## src/rtl/nrb_pkg.sv

```systemverilog
// Shared types and constants for the NAND register bank.
// Assumes a 32-bit data path with four byte enables.
package nrb_pkg;
    localparam int DW     = 32;
    localparam int BE_W   = DW / 8;
    localparam int NEVT   = 6;
    localparam int NLIVE  = 7;
    localparam int TIM_W  = 26;
    localparam logic [15:0] KEY     = 16'hA25E;
    localparam logic [7:0]  CMD_RST = 8'hFF;

    typedef enum logic [2:0] {
        R_CFG   = 3'd0,
        R_TIM   = 3'd1,
        R_MASK  = 3'd2,
        R_STAT  = 3'd3,
        R_LIVE  = 3'd4,
        R_CEM   = 3'd5,
        R_CMD   = 3'd6,
        R_LOCK  = 3'd7
    } reg_idx_e;

    // Merge new data into old data under byte enables
    function automatic logic [DW-1:0] byte_merge(logic [DW-1:0] old_v,
                                                 logic [DW-1:0] new_v,
                                                 logic [BE_W-1:0] be);
        logic [DW-1:0] r;
        for (int b = 0; b < BE_W; b++)
            r[8*b +: 8] = be[b] ? new_v[8*b +: 8] : old_v[8*b +: 8];
        return r;
    endfunction
endpackage

```

## src/rtl/nrb_lock.sv

```systemverilog
// Key lock for the guarded registers.
// Opens on a key write, closes after one guarded write or on any other
// lock value, and flags guarded writes that arrive while closed.
// Assumes lock_wr and prot_wr are never high together (one bus access).
module nrb_lock (
    input  logic clk,
    input  logic rst_n,
    input  logic soft_rst,
    input  logic lock_wr,
    input  logic key_hit,
    input  logic prot_wr,
    output logic unlocked,
    output logic prot_ok,
    output logic viol
);
    assign prot_ok = prot_wr && unlocked;

    // Lock state and sticky violation flag
    always_ff @(posedge clk) begin
        if (!rst_n || soft_rst) begin
            unlocked <= 1'b0;
            viol     <= 1'b0;
        end else if (prot_wr) begin
            unlocked <= 1'b0;
            if (!unlocked)
                viol <= 1'b1;
        end else if (lock_wr) begin
            unlocked <= key_hit;
        end
    end
endmodule

```

## src/rtl/nrb_irq.sv

```systemverilog
// Latched interrupt status with clear-on-read and a level interrupt.
// Assumes events are one-cycle pulses. An event beats a clearing read
// in the same cycle.
module nrb_irq #(
    parameter int N = 6
) (
    input  logic         clk,
    input  logic         rst_n,
    input  logic         soft_rst,
    input  logic [N-1:0] evt,
    input  logic         rd_clr,
    input  logic [N-1:0] mask,
    output logic [N-1:0] stat,
    output logic         irq
);
    for (genvar i = 0; i < N; i++) begin : g_bit
        // One sticky bit: set by event, cleared by read
        always_ff @(posedge clk) begin
            if (!rst_n || soft_rst)
                stat[i] <= 1'b0;
            else if (evt[i])
                stat[i] <= 1'b1;
            else if (rd_clr)
                stat[i] <= 1'b0;
        end
    end

    assign irq = |(stat & mask);
endmodule

```

## src/rtl/nand_regbank.sv

```systemverilog
// Register bank of a NAND flash controller.
// Decodes word-aligned byte addresses below 0x20. Read data is
// combinational while bus_rd is high. The setup and timing registers
// are guarded by nrb_lock.
module nand_regbank
    import nrb_pkg::*;
#(
    parameter int ADDR_W = 5
) (
    input  logic              clk,
    input  logic              rst_n,
    input  logic [ADDR_W-1:0] bus_addr,
    input  logic              bus_wr,
    input  logic [3:0]        bus_be,
    input  logic [31:0]       bus_wdata,
    input  logic              bus_rd,
    output logic [31:0]       bus_rdata,
    input  logic [5:0]        evt_pulse,
    input  logic [6:0]        st_live,
    output logic              irq,
    output logic              cfg_wp_en,
    output logic              cfg_large_blk,
    output logic              cfg_long_addr,
    output logic              cfg_bus16,
    output logic [1:0]        tim_ce_dly,
    output logic [4:0]        tim_busy,
    output logic [2:0]        tim_ta,
    output logic [3:0]        tim_rd_hi,
    output logic [3:0]        tim_rd_lo,
    output logic [3:0]        tim_wr_hi,
    output logic [3:0]        tim_wr_lo,
    output logic              ce_normal
);
    localparam int IDX_LSB = 2;
    localparam int IDX_W   = 3;
    localparam int SPAN    = IDX_LSB + IDX_W;

    reg_idx_e          idx;
    logic              sel_ok, wr_any, rd_any;
    logic              soft_rst, prot_wr, prot_ok, unlocked, viol;
    logic [3:0]        cfg_q;
    logic [TIM_W-1:0]  tim_q;
    logic [NEVT-1:0]   mask_q, ist_q;
    logic              cem_q;
    logic [DW-1:0]     cfg_nxt, tim_nxt, mask_nxt, cem_nxt;
    logic [DW-1:0]     rd_mux;

    assign idx    = reg_idx_e'(bus_addr[SPAN-1:IDX_LSB]);
    assign sel_ok = (bus_addr[IDX_LSB-1:0] == '0) && ((bus_addr >> SPAN) == '0);
    assign wr_any = bus_wr && sel_ok;
    assign rd_any = bus_rd && sel_ok;

    assign soft_rst = wr_any && idx == R_CMD && bus_be[0] && bus_wdata[7:0] == CMD_RST;
    assign prot_wr  = wr_any && (idx == R_CFG || idx == R_TIM);

    nrb_lock u_lock (
        .clk      (clk),
        .rst_n    (rst_n),
        .soft_rst (soft_rst),
        .lock_wr  (wr_any && idx == R_LOCK),
        .key_hit  (bus_be[1:0] == 2'b11 && bus_wdata[15:0] == KEY),
        .prot_wr  (prot_wr),
        .unlocked (unlocked),
        .prot_ok  (prot_ok),
        .viol     (viol)
    );

    nrb_irq #(.N(NEVT)) u_irq (
        .clk      (clk),
        .rst_n    (rst_n),
        .soft_rst (soft_rst),
        .evt      (evt_pulse),
        .rd_clr   (rd_any && idx == R_STAT),
        .mask     (mask_q),
        .stat     (ist_q),
        .irq      (irq)
    );

    assign cfg_nxt  = byte_merge({28'b0, cfg_q}, bus_wdata, bus_be);
    assign tim_nxt  = byte_merge({{(DW-TIM_W){1'b0}}, tim_q}, bus_wdata, bus_be);
    assign mask_nxt = byte_merge({{(DW-NEVT){1'b0}}, mask_q}, bus_wdata, bus_be);
    assign cem_nxt  = byte_merge({31'b0, cem_q}, bus_wdata, bus_be);

    // Guarded setup and timing registers
    always_ff @(posedge clk) begin
        if (!rst_n || soft_rst) begin
            cfg_q <= '0;
            tim_q <= '0;
        end else if (prot_ok) begin
            if (idx == R_CFG) cfg_q <= cfg_nxt[3:0];
            else              tim_q <= tim_nxt[TIM_W-1:0];
        end
    end

    // Open registers: interrupt mask and chip-enable mode
    always_ff @(posedge clk) begin
        if (!rst_n || soft_rst) begin
            mask_q <= '0;
            cem_q  <= 1'b1;
        end else if (wr_any && idx == R_MASK) begin
            mask_q <= mask_nxt[NEVT-1:0];
        end else if (wr_any && idx == R_CEM) begin
            cem_q  <= cem_nxt[0];
        end
    end

    // Read-data multiplexer
    always_comb begin
        rd_mux = '0;
        case (idx)
            R_CFG:   rd_mux = {28'b0, cfg_q};
            R_TIM:   rd_mux = {{(DW-TIM_W){1'b0}}, tim_q};
            R_MASK:  rd_mux = {{(DW-NEVT){1'b0}}, mask_q};
            R_STAT:  rd_mux = {{(DW-NEVT){1'b0}}, ist_q};
            R_LIVE:  rd_mux = {24'b0, viol, st_live};
            R_CEM:   rd_mux = {31'b0, cem_q};
            default: rd_mux = '0;
        endcase
    end

    assign bus_rdata = rd_any ? rd_mux : '0;

    assign {cfg_wp_en, cfg_large_blk, cfg_long_addr, cfg_bus16} = cfg_q;
    assign {tim_ce_dly, tim_busy, tim_ta, tim_rd_hi, tim_rd_lo, tim_wr_hi, tim_wr_lo} = tim_q;
    assign ce_normal = cem_q;
endmodule

```

## config.mk

```make
export PLATFORM = sky130hd
export DESIGN_NAME = nand_regbank
export DESIGN_NICKNAME = d
export VERILOG_FILES = /design/src/rtl/nrb_pkg.sv /design/src/rtl/nrb_lock.sv /design/src/rtl/nrb_irq.sv /design/src/rtl/nand_regbank.sv
export SDC_FILE = /design/constraint.sdc
export NUM_CORES = 1
export LEC_CHECK = 0
export ABC_AREA = 1
export BUFFER_PORTS_ARGS = -buffer_cell sky130_fd_sc_hd__clkbuf_2
export CORE_ASPECT_RATIO = 0.5
export CORE_MARGIN = 3
export CORE_UTILIZATION = 48
export CTS_BUF_LIST = sky130_fd_sc_hd__clkbuf_8
export CTS_CLUSTER_SIZE = 40
export DETAILED_ROUTE_END_ITERATION = 16
export GPL_TIMING_DRIVEN = 0
export PLACE_DENSITY = 0.94
export SYNTH_ARGS = -nofsm -noshare
export SYNTH_HDL_FRONTEND = slang
export SYNTH_SLANG_ARGS = --single-unit
```

## constraint.sdc

```tcl
create_clock -name clk -period 1.8 [get_ports clk]
set_clock_uncertainty 0.1 [all_clocks]
set_input_delay 0.18 -clock clk [delete_from_list [all_inputs] [get_ports clk]]
set_output_delay 0.18 -clock clk [all_outputs]
set_load 0.01 [all_outputs]
```

==> metrics.csv, run 1 <==
stage,metric,value,unit
run_status,status,"finished, final reports clean",
die,ios,122,
logic_synthesis,yosysTopAreaCell,dfxtp_1,
worst_setup_path,endpoint_kind,output port,
logic_synthesis,synth_cell_type_count,32,
logic_synthesis,async_flop_share,0,%
logic_synthesis,synth_ff_type,dfxtp_1,
die,die_w,108,µm
grt,top_usage_layer,met2,
worst_setup_path,startpoint_type,input port,
worst_setup_path,slowest_delay,370,ps
clocking,cts.sinks,45,
final_layout,design_area,3280,µm²
sta,fin_ws,98.8,ps
logic_synthesis,synth_top_area_share,36.1,%
place,gp_congestion,0.897,
worst_setup_path,crit_type,input port to output port,
logic_synthesis,synth_area_leaders,"dfxtp_1 (36%), nand2_1 (15%), nor2_1 (8.9%)",
die,die-area,6150,µm²
hold_path,hp-class,input port to flip-flop,
grt,gr-usage-met2,39.0,%
routing,routed_via_density,5.01,
sta,fin_crit_sh,94.5,%
sta,fin_crit,1700,ps
worst_setup_path,required,1520,ps
logic_synthesis,syn_inst,370,
grt,grt_util_met3,6.89,%
grt,grt_max_degree,14,
die,placementRows,17,
final_layout,nets,552,
sta,setup_viol,0,
grt,antenna_found_initial,0,
clocking,cts_tree,yes,
logic_synthesis,synth_most_common_cell,nand2_1,
logic_synthesis,syn_area,2500,µm²
clocking,cts_made_buffers,5,
routing,drtIter0Drc,192,
grt,grt_pass1_vias,2460,
worst_setup_path,crit_chain,buf_6 > inv_4 > nor3_4 > clkbuf_4 > nand2_1 > a21oi_1 > clkbuf_2,
grt,track_usage,23.3,%
worst_setup_path,crit_arrival,1420,ps
sta,rsz0062_at_grt,no,
worst_setup_path,cp_max_fo,10,
logic_synthesis,synth_common_cells,"nand2_1 (99), nor2_1 (59), dfxtp_1 (45)",
run,drv_cap,0,
final_layout,diodes,0,
die,die_y,57.0,µm
clocking,clk_pin_slew,80,ps
grt,grt_use_met1,30.0,%
routing,vias,2809,
place,hpwlAfterDp,5650,µm
die,start_util,53.1,%
clocking,cts-htree-levels,2,
logic_synthesis,synth_edf_count,0,
sta,max_freq,588,MHz
clocking,cts-root-buf,clkbuf_8,
place,pre_cts_ws,-53.7,ps
worst_setup_path,critPathSlowestCell,nor3_4,
sta,hold_violations,0,
power_and_ir_drop,ir_drop,349,µV
logic_synthesis,seq_area_frac_synth,36.1,%
final_layout,drive_gt1_share,33.1,%
sta,report.final.slew_viol_count,0,
routing,ant_nets,0,
clocking,clockBufferDepth,2,
die,core-area,4700,µm²
final_layout,layout.cells.non_filler,561,
place,postPlaceCellArea,3130,µm²
final_layout,area_growth,31.6,%
routing,post_drt_wl_per_cell,12.9,µm
logic_synthesis,synth-seq-cells,45,
place,place_inst,547,
grt,grt_overflow,0,
routing,first_pass_iters,5,
routing,route.detailed.drc,0,
grt,grt_pass1_wl,11600,µm
clocking,clk_latency,300,ps
place,port-buffer-count,106,
routing,routed_wl,7260,µm
power_and_ir_drop,power_density,573,nW/µm²
logic_synthesis,ys_warn_count,0,
logic_synthesis,syn_area_per_cell,6.75,µm²
power_and_ir_drop,p_leak,1.49,nW
==> area by class of cell <==
| cell class | instances | area (µm²) |
|---|---|---|
| sequential | 45 | 901 |
| timing repair buffer | 112 | 591 |
| fill | 404 | 1420 |
| clock buffer | 5 | 68.8 |
| multi-input combinational | 282 | 1360 |
| inverter | 27 | 109 |
| tap | 66 | 82.6 |
| buffer | 21 | 159 |
| clock inverter | 3 | 13.8 |
==> sequential cells by signal, summed over array words and instances (netlist names) <==
register,count
tim_q,26
u_lock.unlocked,1
cfg_q,4
mask_q,6
ce_normal,1
u_irq.stat,6
u_lock.viol,1
==> through the flow <==
| stage | hold WS [ps] | TNS, ps | total power, mW | util (%) |
|---|---|---|---|---|
| 6_report | 28.0 | 0 | 1.88 | 69.9 |
| 5_1_grt | 28.7 | 0 | 1.97 | 69.9 |
| 4_1_cts | 25.6 | 0 | 1.89 | 69.6 |
| 3_5_place_dp | 294 | -783 | 1.28 | 66.5 |
| 3_3_place_gp | 285 | -1050 | 1.28 | 66.5 |
| 2_1_floorplan | 197 | 0 | 1.18 | - |
==> layout by cell type, fill, tap and decap left out, types with 2 or more instances in the layout <==
cell type	instances
a21oi_1	35
a21oi_2	10
a31oi_1	2
buf_2	4
buf_4	10
buf_6	3
clkbuf_1	2
clkbuf_2	106
clkbuf_8	5
clkinv_2	4
conb_1	6
dfxtp_1	45
dlygate4sd3_1	6
inv_1	23
inv_4	2
nand2_1	99
nand2_2	5
nand3_1	41
nand4_1	4
nor2_1	59
nor2_4	4
nor3_4	2
o21ai_0	6
==> per-layer routing <==
metal	share of wire (%)	vias up
li1	-	1433
met1	43	1253
met2	47	112
met3	9.7	11
met4	1.1	0
met5	0	-
==> critical path: cells and delay by family <==
kind            cells  cell delay (ps)
buf+inv             4              630
simple gates        2              430
compound gates      1              170
==> final timing paths <==
| path | startpoint | endpoint | slack (ps) | cells past startpoint |
|---|---|---|---|---|
| max | bus_addr[2] | bus_rdata[7] | 100 | 7 |
| min | bus_wdata[21] | tim_q[21] | 30 | 3 |
| max reg2reg | u_lock.unlocked | tim_q[15] | 340 | 6 |
| min reg2reg | tim_q[10] | tim_q[10] | 380 | 2 |
==> logic make-up (layout without fill, tap and decap cells) <==
group                  count (synthesis)  count (layout)  share of synthesized area, %
other                                  1               6                         0.150
and+or+nand+nor                      219             219                          39.7
DFF                                   45              45                          36.1
AOI/OAI and AO/OA                     57              57                          13.4
buffers and inverters                 48             168                          10.6
==> where the power goes <==
part,switching [mW],internal [mW]
logic,0.154,0.103
registers,0.00899,1.01
clock network,0.345,0.264
==> repair_timing <==
item / 4_1_cts / 5_1_grt
resized for setup: 1 / 3
endpoints found under the hold margin: 6 / 0
pin swaps: 0 / 1
endpoints found under the setup margin: 20 / 21
setup buffers: 0 / 0
gates cloned: 0 / 0
hold buffers: 6 / 0
(Power assumes the default switching activity.)
==> run 2, diff against run 1 <==
Settings changed: SETUP_SLACK_MARGIN set to 0.15.
==> run 2 against run 1 <==
Compared with the run above:
- wire length grew 4.9%
- sequential power is essentially flat
- register-to-register slack lost 40 ps
- clock power grew 1%
- design area grew 1.6%
- critical endpoint unchanged
- largest power group unchanged
==> metrics.csv, run 2 (synthesis gave the netlist of run 1 again) <==
stage,metric,value,unit,change
final_layout,nets,557,,+0.91%
sta,fin_setup_tns,0,ps,unchanged
die,core-area,4700,µm²,unchanged
final_layout,largest_reg_flops,26,,unchanged
routing,post_drt_wl_per_cell,13.5,µm,+3.9%
place,place_inst,547,,unchanged
routing,vias,2901,,+3.3%
power_and_ir_drop,power_density,570,nW/µm²,-0.48%
grt,grt_pass1_wl,11600,µm,+0.23%
clocking,cts_tree,yes,,
clocking,clk_latency,310,ps,about the same
sta,hold_violations,0,,unchanged
worst_setup_path,required,1520,ps,about the same
final_layout,reg.largest.list,"tim_q (26), mask_q (6), u_irq.stat (6)",,
grt,grt_pass1_vias,2469,,+0.37%
die,start_util,53.1,%,unchanged
final_layout,area_growth,33.7,%,
clocking,cts.sinks,45,,unchanged
final_layout,final_common_cell,clkbuf_2,,
routing,route.detailed.drc,0,,unchanged
die,ios,122,,unchanged
sta,report.final.slew_viol_count,0,,unchanged
sta,fin_crit_sh,87.1,%,-7.4 points
grt,antenna_found_initial,0,,unchanged
final_layout,drive_gt1_share,34.2,%,+1.1 points
grt,grt_overflow,0,,unchanged
die,die_w,108,µm,unchanged
die,placementRows,17,,unchanged
routing,routed_wl,7620,µm,+4.9%
worst_setup_path,startpoint_type,input port,,
final_layout,layout_common_cells,"clkbuf_2 (108), nand2_1 (99), nor2_1 (59)",,
clocking,clockBufferDepth,2,,unchanged
clocking,cts-htree-levels,2,,unchanged
hold_path,hp-class,input port to flip-flop,,
sta,max_freq,638,MHz,+8.5%
routing,routed_via_density,5.13,,+2.4%
final_layout,fillers,390,,-3.5%
grt,grt_max_degree,14,,unchanged
final_layout,layout.cells.non_filler,566,,+0.89%
place,port-buffer-count,106,,unchanged
routing,drtIter0Drc,229,,+19%
die,die_y,57.0,µm,unchanged
worst_setup_path,crit_arrival,1290,ps,-130 ps
sta,timing.hold.ws,26.6,ps,-1.35 ps
place,gp_congestion,0.897,,unchanged
worst_setup_path,cp_max_fo,10,,unchanged
die,die-area,6150,µm²,unchanged
worst_setup_path,endpoint_kind,output port,,
run_status,status,"finished, final reports clean",,
final_layout,multiInputGateArea,1360,µm²,unchanged
worst_setup_path,crit_type,input port to output port,,
clocking,clk_pin_slew,80,ps,about the same
sta,rsz0062_at_grt,yes,,
power_and_ir_drop,p_leak,1.53,nW,+2.2%
final_layout,diodes,0,,unchanged
run,drv_cap,0,,unchanged
power_and_ir_drop,ir_drop,345,µV,-1.1%
final_layout,largest-register,tim_q,,
final_layout,utilization,71.0,%,+1.1 points
grt,track_usage,23.4,%,+0.072 points
routing,ant_nets,0,,unchanged
clocking,cts_made_buffers,5,,unchanged
sta,setup_viol,0,,unchanged
final_layout,register_area,901,µm²,unchanged
clocking,cts-root-buf,clkbuf_8,,
routing,first_pass_iters,5,,unchanged
sta,fin_crit,1570,ps,-134 ps
place,hpwlAfterDp,5650,µm,unchanged
run 2: critical path, stage by stage:
cell and delay (ps):
buf_4 150, nor3_4 220, buf_12 150, buf_4 170, nand2_1 70, a21oi_1 180
clkbuf_2 170
run 2: final timing paths:
kind | cells after the start | slack (ps) | startpoint | to
worst max-delay path | 7 | 230 | bus_addr[3] | bus_rdata[7]
worst min-delay path | 3 | 30 | bus_wdata[21] | tim_q[21]
worst max register to register | 6 | 300 | u_lock.unlocked | tim_q[5]
worst min register to register | 2 | 380 | tim_q[21] | tim_q[21]
run 2: area by class of cell:
class / instances / area share (%)
clock inverters: 3 / 0.412
multi-input cells: 282 / 40.8
plain buffers: 21 / 4.84
well taps: 66 / 2.47
inverters: 27 / 3.26
repair buffers: 117 / 19.2
flip-flops and latches: 45 / 27.0
clock buffers: 5 / 2.06
run 2: timing repair:
action / in CTS / in global routing
setup buffers: 0 / 5
endpoints found under the hold margin: 6 / 0
endpoints found under the setup margin: 23 / 25
pin swaps: 1 / 2
hold buffers: 6 / 0
gates resized for setup: 3 / 6
run 2: where the power goes:
group          internal (mW)  switching (mW)
Sequential              1.01         0.00903
Clock                  0.264           0.353
Combinational          0.111           0.159
run 2: routing by layer:
| metal | routed length, µm | vias up | track usage, % |
|---|---|---|---|
| met5 | 0 | - | 0 |
| met4 | 157 | 0 | 6.47 |
| met3 | 633 | 22 | 7.01 |
| met2 | 3570 | 128 | 38.8 |
| met1 | 3260 | 1304 | 30.0 |
| li1 | - | 1447 | - |
run 2: per-stage QoR:
stage	area, µm²	total power [mW]	setup WS [ps]
2_1_floorplan	2510	1.18	427
3_3_place_gp	3130	1.28	-67.0
5_1_grt	3340	1.98	115
6_report	3340	1.90	233
4_1_cts	3280	1.89	164
3_5_place_dp	3130	1.28	-53.7
==> run 3, diff against run 2 <==
Settings changed: BUFFER_PORTS_ARGS -buffer_cell sky130_fd_sc_hd__clkbuf_2 to unset, CORE_UTILIZATION 48 to 49, DONT_BUFFER_PORTS set to 1, PLACE_DENSITY 0.94 to 0.75.
==> run 3 against run 2 <==
Compared with the run above:
- hold slack better by 16 ps
- register-to-register slack about the same
- critical endpoint is now bus_rdata[13]
- core utilization shrank 5.1 points
- total power up 3.6%
- clock-buffer cell count is 2 higher
- die area shrank 1.9%
- critical path type unchanged
- first-iteration DRC count decreased by 21%
- combinational power is 8.1% lower
- global-route usage up 1.9 points
- sequential share of layout area is 2.5 points higher
- via count down 7.9%
- design area is 8.5% lower
==> metrics.csv, run 3 (synthesis gave the netlist of run 1 again) <==
stage,metric,value,unit,change
sta,report.final.slew_viol_count,0,,unchanged
worst_setup_path,crit_arrival,1280,ps,about the same
routing,post_drt_wl_per_cell,16.1,µm,+20%
place,hpwlAfterDp,5540,µm,-2.0%
clocking,cts.sinks,45,,unchanged
clocking,cts_made_buffers,5,,unchanged
worst_setup_path,cp-endpoint,bus_rdata[13],,
worst_setup_path,endpoint_kind,output port,,
final_layout,layout_common_cells,"nand2_1 (99), nor2_1 (59), dfxtp_1 (45)",,
worst_setup_path,required,1520,ps,about the same
die,die-area,6040,µm²,-1.9%
sta,rsz0062_at_grt,no,,
die,die_w,107,µm,-0.97%
final_layout,largest-register,tim_q,,
power_and_ir_drop,power_density,646,nW/µm²,+13%
power_and_ir_drop,ir_drop,356,µV,+3.2%
clocking,cts_tree,yes,,
die,core-area,4640,µm²,-1.4%
routing,vias,2673,,-7.9%
final_layout,largest_reg_flops,26,,unchanged
die,placementRows,17,,unchanged
worst_setup_path,r2r_start,u_lock.unlocked,,
run_status,status,"finished, final reports clean",,
worst_setup_path,rr_endpoint,tim_q[5],,
final_layout,reg.largest.list,"tim_q (26), mask_q (6), u_irq.stat (6)",,
routing,ant_nets,0,,unchanged
grt,antenna_found_initial,0,,unchanged
die,die_y,56.5,µm,-0.91%
grt,grt_overflow,0,,unchanged
power_and_ir_drop,p_leak,1.15,nW,-24%
run,drv_cap,0,,unchanged
place,pre_cts_ws,63.0,ps,+117 ps
final_layout,diodes,0,,unchanged
sta,fin_ws,244,ps,+11.8 ps
routing,route.detailed.drc,0,,unchanged
worst_setup_path,cp_max_fo,10,,unchanged
sta,fin_setup_tns,0,ps,unchanged
worst_setup_path,crit_start,bus_addr[1],,
final_layout,final_common_cell,nand2_1,,
worst_setup_path,reg2reg_setup_slack,300,ps,about the same
clocking,clk_pin_slew,80,ps,about the same
clocking,cts-htree-levels,2,,unchanged
routing,drtIter0Drc,180,,-21%
final_layout,area_growth,22.3,%,
grt,grt_pass1_vias,2564,,+3.8%
sta,hold_violations,0,,unchanged
routing,first_pass_iters,5,,unchanged
final_layout,drive_gt1_share,14.4,%,-20 points
final_layout,layout.cells.non_filler,483,,-15%
clocking,clockBufferDepth,2,,unchanged
grt,grt_max_degree,14,,unchanged
grt,track_usage,25.4,%,+1.9 points
die,ios,122,,unchanged
grt,top_usage_layer,met2,,
worst_setup_path,startpoint_type,input port,,
sta,max_freq,643,MHz,+0.76%
hold_path,hp-class,input port to flip-flop,,
grt,grt_use_met1,31.7,%,+1.7 points
place,place_inst,441,,-19%
worst_setup_path,crit_type,input port to output port,,
routing,routed_wl,7780,µm,+2.2%
worst_setup_path,ff2ff_path_depth,6,,unchanged
die,start_util,53.8,%,+0.73 points
final_layout,nets,474,,-15%
grt,gr-usage-met2,43.6,%,+4.8 points
sta,fin_crit,1560,ps,-11.8 ps
grt,grt_pass1_wl,12200,µm,+5.4%
place,gp_congestion,0.884,,-1.4%
sta,fin_crit_sh,86.4,%,-0.66 points
grt,grt_util_met3,6.20,%,-0.81 points
place,port-buffer-count,0,,-100%
clocking,cts-root-buf,clkbuf_8,,
clocking,clk_latency,300,ps,about the same
routing,routed_via_density,5.53,,+8.0%
sta,setup_viol,0,,unchanged
## run 3: cell count changes in the layout (fill, tap and decap cells not counted), sizes merged
cell         before  now
inv              26   25
dlygate4sd3       6   32
clkbuf          113    9
bufinv            0    1
buf              24   21
clkinv            4    2
## run 3: how the worst min path moves through the flow
| stage | startpoint | endpoint | slack [ps] | cells after the start |
|---|---|---|---|---|
| finish | rst_n | ce_normal | 40 | 3 |
| global route | rst_n | ce_normal | 60 | 3 |
| CTS | rst_n | ce_normal | 40 | 3 |
| detailed placement | evt_pulse[4] | u_irq.stat[4] | 210 | 2 |
| global placement | evt_pulse[3] | u_irq.stat[3] | 200 | 2 |
| floorplan | evt_pulse[0] | u_irq.stat[0] | 200 | 2 |
## run 3: area by class of cell
| type | count | area (µm²) |
|---|---|---|
| sequential | 45 | 901 |
| clock inverter | 1 | 5.00 |
| clock buffer | 7 | 96.3 |
| buffer | 21 | 156 |
| multi-input combinational | 282 | 1360 |
| fill | 422 | 1580 |
| timing repair buffer | 34 | 335 |
| tap | 66 | 82.6 |
| inverter | 27 | 121 |
## run 3: critical path, cell delays in order
cell	delay, ps
nor3b_1	300
bufinv_8	270
clkbuf_1	250
nor2_1	280
## run 3: per-stage QoR
stage	hold WS [ps]	cell area, µm²	util (%)	power, mW
2_1_floorplan	197	2510	-	1.18
3_3_place_gp	198	2600	56.0	1.21
3_5_place_dp	206	2600	56.0	1.21
4_1_cts	38.8	3040	65.5	1.96
5_1_grt	61.8	3050	65.8	2.04
6_report	42.5	3050	65.8	1.97
## run 3: power by group
group          internal [mW]  switching, mW  leakage, nW
logic                  0.107          0.141        0.736
clock network          0.348          0.359       0.0542
registers               1.01        0.00961        0.364
## run 3: routing by layer
layer	vias up	share of wire, %	wire (µm)
met1	1244	41	3230
met4	0	1.1	89
li1	1277	-	-
met5	-	0	0
met2	138	49	3790
met3	14	8.7	680
## run 3: repair_timing
action | CTS | global route
setup buffers | 2 | 0
resized for setup | 1 | 2
hold endpoints to repair | 42 | 0
pin swaps | 1 | 0
hold buffers | 32 | 0
setup endpoints to repair | 21 | 22
